==> src/rtl/backoff_pkg.sv <==
package backoff_pkg;

    typedef enum logic [2:0] {
        ST_IDLE,
        ST_HOLD_PRE,
        ST_JAM,
        ST_DRAW,
        ST_WAIT,
        ST_RETRY,
        ST_ABORT
    } bo_state_e;

endpackage

==> src/rtl/bo_lfsr.sv <==
module bo_lfsr #(
    parameter int          WIDTH = 10,
    parameter int          TAP_A = 9,
    parameter int          TAP_B = 6,
    parameter logic [WIDTH-1:0] SEED = 10'h2A5
) (
    input  logic             clk,
    input  logic             rst_n,
    output logic [WIDTH-1:0] value
);

    logic [WIDTH-1:0] sr_q;

    always_ff @(posedge clk or negedge rst_n) begin
        if (!rst_n) begin
            sr_q <= SEED;
        end else begin
            sr_q <= {sr_q[WIDTH-2:0], sr_q[TAP_A] ^ sr_q[TAP_B]};
        end
    end

    assign value = sr_q;

endmodule

==> src/rtl/bo_slot_timer.sv <==
module bo_slot_timer #(
    parameter int CNT_W     = 10,
    parameter int SLOT_BITS = 512
) (
    input  logic             clk,
    input  logic             rst_n,
    input  logic             load,
    input  logic [CNT_W-1:0] load_slots,
    input  logic             run,
    input  logic             bit_en,
    output logic             empty
);

    localparam int BIT_W = (SLOT_BITS > 1) ? $clog2(SLOT_BITS) : 1;

    logic [CNT_W-1:0] slots_q;
    logic [BIT_W-1:0] bits_q;

    always_ff @(posedge clk or negedge rst_n) begin
        if (!rst_n) begin
            slots_q <= '0;
            bits_q  <= '0;
        end else if (load) begin
            slots_q <= load_slots;
            bits_q  <= '0;
        end else if (run && bit_en && (slots_q != '0)) begin
            if (bits_q == BIT_W'(SLOT_BITS - 1)) begin
                bits_q  <= '0;
                slots_q <= slots_q - 1'b1;
            end else begin
                bits_q <= bits_q + 1'b1;
            end
        end
    end

    assign empty = (slots_q == '0);

endmodule

==> src/rtl/backoff_ctrl.sv <==
module backoff_ctrl
    import backoff_pkg::*;
#(
    parameter int               RAND_W    = 10,
    parameter int               MAX_TRIES = 16,
    parameter int               JAM_BITS  = 32,
    parameter int               SLOT_BITS = 512,
    parameter logic [RAND_W-1:0] LFSR_SEED = 10'h2A5
) (
    input  logic              clk,
    input  logic              rst_n,
    input  logic              bit_en,
    input  logic              tx_active,
    input  logic              in_preamble,
    input  logic              collision,
    input  logic              tx_done,
    input  logic [RAND_W-1:0] tx_data_lo,
    output logic              jam_req,
    output logic              backoff_busy,
    output logic              retry_req,
    output logic              abort_err
);

    localparam int ATT_W = $clog2(MAX_TRIES + 1);
    localparam int JAM_W = $clog2(JAM_BITS);

    bo_state_e         state_q, state_d;
    logic [ATT_W-1:0]  att_q;
    logic [JAM_W-1:0]  jam_q;
    logic              coll_take;
    logic              jam_last;
    logic [RAND_W-1:0] lfsr_val;
    logic [RAND_W-1:0] draw_mask;
    logic [RAND_W-1:0] draw_val;
    logic              timer_empty;

    assign coll_take = (state_q == ST_IDLE) && collision && tx_active;
    assign jam_last  = (state_q == ST_JAM) && bit_en &&
                       (jam_q == JAM_W'(JAM_BITS - 1));

    bo_lfsr #(
        .WIDTH (RAND_W),
        .TAP_A (RAND_W - 1),
        .TAP_B (6),
        .SEED  (LFSR_SEED)
    ) u_lfsr (
        .clk   (clk),
        .rst_n (rst_n),
        .value (lfsr_val)
    );

    // bit i joins the draw once more than i collisions have been seen
    for (genvar i = 0; i < RAND_W; i++) begin : g_mask
        assign draw_mask[i] = (att_q > ATT_W'(i));
    end

    assign draw_val = (lfsr_val ^ tx_data_lo) & draw_mask;

    bo_slot_timer #(
        .CNT_W     (RAND_W),
        .SLOT_BITS (SLOT_BITS)
    ) u_timer (
        .clk        (clk),
        .rst_n      (rst_n),
        .load       (state_q == ST_DRAW),
        .load_slots (draw_val),
        .run        (state_q == ST_WAIT),
        .bit_en     (bit_en),
        .empty      (timer_empty)
    );

    always_ff @(posedge clk or negedge rst_n) begin
        if (!rst_n) begin
            state_q <= ST_IDLE;
        end else begin
            state_q <= state_d;
        end
    end

    always_comb begin
        state_d = state_q;
        unique case (state_q)
            ST_IDLE: begin
                if (coll_take) begin
                    state_d = in_preamble ? ST_HOLD_PRE : ST_JAM;
                end
            end
            ST_HOLD_PRE: begin
                if (!in_preamble) begin
                    state_d = ST_JAM;
                end
            end
            ST_JAM: begin
                if (jam_last) begin
                    state_d = (att_q == ATT_W'(MAX_TRIES)) ? ST_ABORT : ST_DRAW;
                end
            end
            ST_DRAW:  state_d = ST_WAIT;
            ST_WAIT: begin
                if (timer_empty) begin
                    state_d = ST_RETRY;
                end
            end
            ST_RETRY: state_d = ST_IDLE;
            ST_ABORT: state_d = ST_IDLE;
            default:  state_d = ST_IDLE;
        endcase
    end

    always_ff @(posedge clk or negedge rst_n) begin
        if (!rst_n) begin
            att_q <= '0;
        end else if (coll_take) begin
            att_q <= att_q + 1'b1;
        end else if ((state_q == ST_ABORT) || ((state_q == ST_IDLE) && tx_done)) begin
            att_q <= '0;
        end
    end

    always_ff @(posedge clk or negedge rst_n) begin
        if (!rst_n) begin
            jam_q <= '0;
        end else if (state_q != ST_JAM) begin
            jam_q <= '0;
        end else if (bit_en) begin
            jam_q <= jam_q + 1'b1;
        end
    end

    always_comb begin
        jam_req      = 1'b0;
        backoff_busy = 1'b0;
        retry_req    = 1'b0;
        abort_err    = 1'b0;
        unique case (state_q)
            ST_JAM:   jam_req      = 1'b1;
            ST_DRAW:  backoff_busy = 1'b1;
            ST_WAIT:  backoff_busy = 1'b1;
            ST_RETRY: retry_req    = 1'b1;
            ST_ABORT: abort_err    = 1'b1;
            default:  ;
        endcase
    end

endmodule

==> config.mk <==
export PLATFORM = sky130hd
export DESIGN_NAME = backoff_ctrl
export DESIGN_NICKNAME = d
export VERILOG_FILES = /design/src/rtl/backoff_pkg.sv /design/src/rtl/bo_lfsr.sv /design/src/rtl/bo_slot_timer.sv /design/src/rtl/backoff_ctrl.sv
export SDC_FILE = /design/constraint.sdc
export NUM_CORES = 1
export LEC_CHECK = 0
export ABC_AREA = 0
export BUFFER_PORTS_ARGS = -buffer_cell sky130_fd_sc_hd__buf_2
export CORE_MARGIN = 4
export CORE_UTILIZATION = 64
export DETAILED_ROUTE_END_ITERATION = 10
export GPL_TIMING_DRIVEN = 1
export PLACE_DENSITY_LB_ADDON = 0.08
export SYNTH_ARGS = -nofsm -noshare
export SYNTH_HDL_FRONTEND = slang
export SYNTH_SLANG_ARGS = --single-unit
==> constraint.sdc <==
create_clock -name clk -period 3.7 [get_ports clk]
set_input_delay 0.185 -clock clk [delete_from_list [all_inputs] [get_ports clk]]
set_output_delay 0.185 -clock clk [all_outputs]
set_load 0.02 [all_outputs]
==> flow_summary.json <==
{
  "run_status": "finished, final reports clean",
  "timing.final.crit_share": 0.629,
  "mappedNetlistArea_um2": 2390,
  "io_buffers": 20,
  "grt_use_total": 0.222,
  "std_cell_rows": 21,
  "coreArea_um2": 3470,
  "worst_path_max_delay_cell": "dfrtp_1",
  "multiInputGateArea_um2": 1250,
  "ys.warnings.count": 0,
  "worstSetupStartpointType": "flop",
  "min_path_type": "input port to asynchronous set/reset pin",
  "hold_buffers": 0,
  "yosysUniqueCellTypes": 54,
  "cts_resized": 0,
  "drive_above_1_share": 0.164,
  "cts.path.max_buffers": 2,
  "insertion_delay_ps": 290,
  "cts_root_buffer": "clkbuf_8",
  "synthSimpleGateAreaFrac": 0.218,
  "synth_xor_area_frac": 0.0697,
  "critPathTopFamily": "simple AND/OR/NAND/NOR gates",
  "drt_iter0_drc": 193,
  "synth-main-ff-cell": "dfrtp_1",
  "nFillCells": 257,
  "avgSynthCellArea_um2": 9.54,
  "yosysSeqAreaShare": 0.443,
  "postRouteWirelength_mm": 5.02,
  "finalHoldViolCount": 0,
  "cp.required_ps": 3910,
  "synthMuxAreaShare": 0.0173,
  "vias": 1915,
  "ir_drop_mv": 0.492,
  "finalSetupViolations": 0,
  "place_hpwl_mm": 3.65,
  "netlist_instances": 250,
  "worst_pin_slew_ps": 917,
  "leakagePower_nw": 1.16,
  "die_h_um": 69.1,
  "clock_sinks": 42,
  "wire_per_inst_um": 16.0,
  "synth_seq_cells": 42,
  "fin_skew_ps": 5.54,
  "fmax_mhz": 430,
  "finalSetupTns_ps": 0,
  "max_stage_delay_ps": 410,
  "rsz0062_at_grt": "no",
  "slew_headroom": 0.389,
  "cts_setup_buffers": 0,
  "finalMaxSlewViolations": 0,
  "initial_utilization": 0.688,
  "die-area_um2": 4770,
  "place.gp.congestion": 0.824,
  "fin_nets": 293,
  "antenna_cells": 0,
  "ioPinCount": 21,
  "timing.hold.ws_ps": 13.4,
  "min_period_ps": 2330,
  "grt_pass1_vias": 1846,
  "htree_levels": 2,
  "crit_arrival_ps": 2540,
  "grt_pass1_wl_mm": 8.62,
  "synth_edf_count": 0,
  "grt_max_degree": 43,
  "cp_max_fo": 11,
  "first_pass_iters": 4,
  "gr-total-overflow": 0,
  "layout.area.seq_um2": 1060,
  "critPathBufInv": 0,
  "synthToLayoutAreaGrowth_pct": 9.07,
  "drc": 0,
  "antenna_found_initial": 0,
  "synth-async-reset-ratio": 1.00,
  "synth_compound_area_frac": 0.170,
  "synth_nets": 276,
  "clk_pin_slew_ps": 70,
  "synth_fa_ha_area_frac": 0.0472,
  "cp-end-kind": "flop",
  "synth_top_family_by_area": "simple AND/OR/NAND/NOR gates",
  "cts_tree": "built",
  "path_class": "flop to flop",
  "cts_buffers": 5,
  "die_w_um": 69.1,
  "ant_nets": 0,
  "drv_cap": 0,
  "path_cells": "ha_1 > nand2_1 > nor2_1 > and3_1 > ha_1 > nand2_1 > nor2_2 > nand3_1 > a31oi_1",
  "powerDensity_nw_per_um2": 603,
  "viasPerCell": 6.10
}
[flip-flops by register name, indices dropped and copies added (netlist names)]
signal           flops
state_q              3
u_timer.bits_q       9
jam_q                5
u_timer.slots_q     10
u_lfsr.value        10
att_q                5
[cell usage after synthesis, types with 4 or more instances]
library cell | count | area share
clkbuf_1 | 7 | 0.011
nand4_1 | 5 | 0.013
dfstp_2 | 5 | 0.055
and3_1 | 4 | 0.010
nand2_1 | 18 | 0.028
o21ai_0 | 18 | 0.038
xnor2_1 | 7 | 0.026
xor2_1 | 12 | 0.044
ha_1 | 9 | 0.047
a21o_1 | 4 | 0.013
o31ai_1 | 5 | 0.016
nor2_1 | 25 | 0.039
inv_1 | 7 | 0.011
nand3_1 | 12 | 0.025
dfrtp_1 | 37 | 0.39
nor4_1 | 5 | 0.013
a21oi_1 | 14 | 0.029
[kinds of logic (layout without fill, tap and decap cells)]
family | Yosys count | in the layout
AO/OA/AOI/OAI | 63 | 63
flip-flops | 42 | 42
multiplexers | 4 | 4
XOR/XNOR | 19 | 19
AND/OR/NAND/NOR | 95 | 95
adder cells (fa/ha/maj) | 9 | 9
buffers and inverters | 18 | 36
[metrics by stage]
| step | util | setup WS, ps | power, mW | std cells | area [um^2] |
|---|---|---|---|---|---|
| floorplan | - | 1760 | 1.07 | 250 | 2390 |
| global placement | 0.720 | 1510 | 1.19 | 306 | 2500 |
| detailed placement | 0.720 | 1410 | 1.22 | 306 | 2500 |
| CTS | 0.750 | 1390 | 1.57 | 314 | 2600 |
| global route | 0.750 | 1160 | 1.68 | 314 | 2600 |
| finish | 0.750 | 1370 | 1.57 | 314 | 2600 |
[power by group]
| group | internal, mW | leakage [nW] | switching, mW |
|---|---|---|---|
| registers | 0.531 | 0.548 | 0.120 |
| logic | 0.219 | 0.564 | 0.347 |
| clock network | 0.202 | 0.0524 | 0.150 |
| total | 0.952 | 1.16 | 0.616 |
[layout by cell type, fill, tap and decap left out, types with 4 or more instances in the layout]
master | Yosys | layout
a21o_1 | 4 | 4
a21oi_1 | 14 | 14
and3_1 | 4 | 4
buf_2 | 2 | 20
clkbuf_8 | 0 | 5
dfrtp_1 | 37 | 37
dfstp_2 | 5 | 5
ha_1 | 9 | 9
inv_1 | 7 | 7
nand2_1 | 18 | 18
nand3_1 | 12 | 12
nand4_1 | 5 | 5
nor2_1 | 25 | 25
nor4_1 | 5 | 5
o21ai_0 | 18 | 18
o31ai_1 | 5 | 5
xnor2_1 | 7 | 7
xor2_1 | 12 | 12
[worst reg2reg max path, stage by stage, from the launching register on]
cell	delay, ps
dfrtp_1	410
ha_1	240
nand2_1	60
nor2_1	150
and3_1	180
ha_1	400
nand2_1	170
nor2_2	290
nand3_1	150
a31oi_1	200
[path summary, 6_finish.rpt]
kind,depth (start not counted),end,slack [ps],start
max,9,u_timer.slots_q[3],1370,u_timer.bits_q[0]
min,1,u_timer.bits_q[8],10,rst_n
max reg2reg,9,u_timer.slots_q[3],1370,u_timer.bits_q[0]
min reg2reg,0,u_lfsr.value[4],400,u_lfsr.value[3]
max in group asynchronous,1,u_timer.bits_q[4],3110,rst_n
min in group clk,4,state_q[1],210,in_preamble
[routing by layer]
metal / up-vias / share of wire / global-route usage
met3: 10 / 0.046 / 0.0378
met2: 55 / 0.47 / 0.332
li1: 944 / - / -
met1: 906 / 0.47 / 0.319
met5: - / 0 / 0
met4: 0 / 0.018 / 0.0954
[final cells by class]
cell class,count,area share
Inverter,7,0.0101
Sequential cell,42,0.406
Timing Repair Buffer,21,0.0413
Clock buffer,7,0.0293
Clock inverter,1,0.0115
Tap cell,46,0.0221
Multi-Input combinational cell,190,0.479
Power figures use the tool's default switching activity.
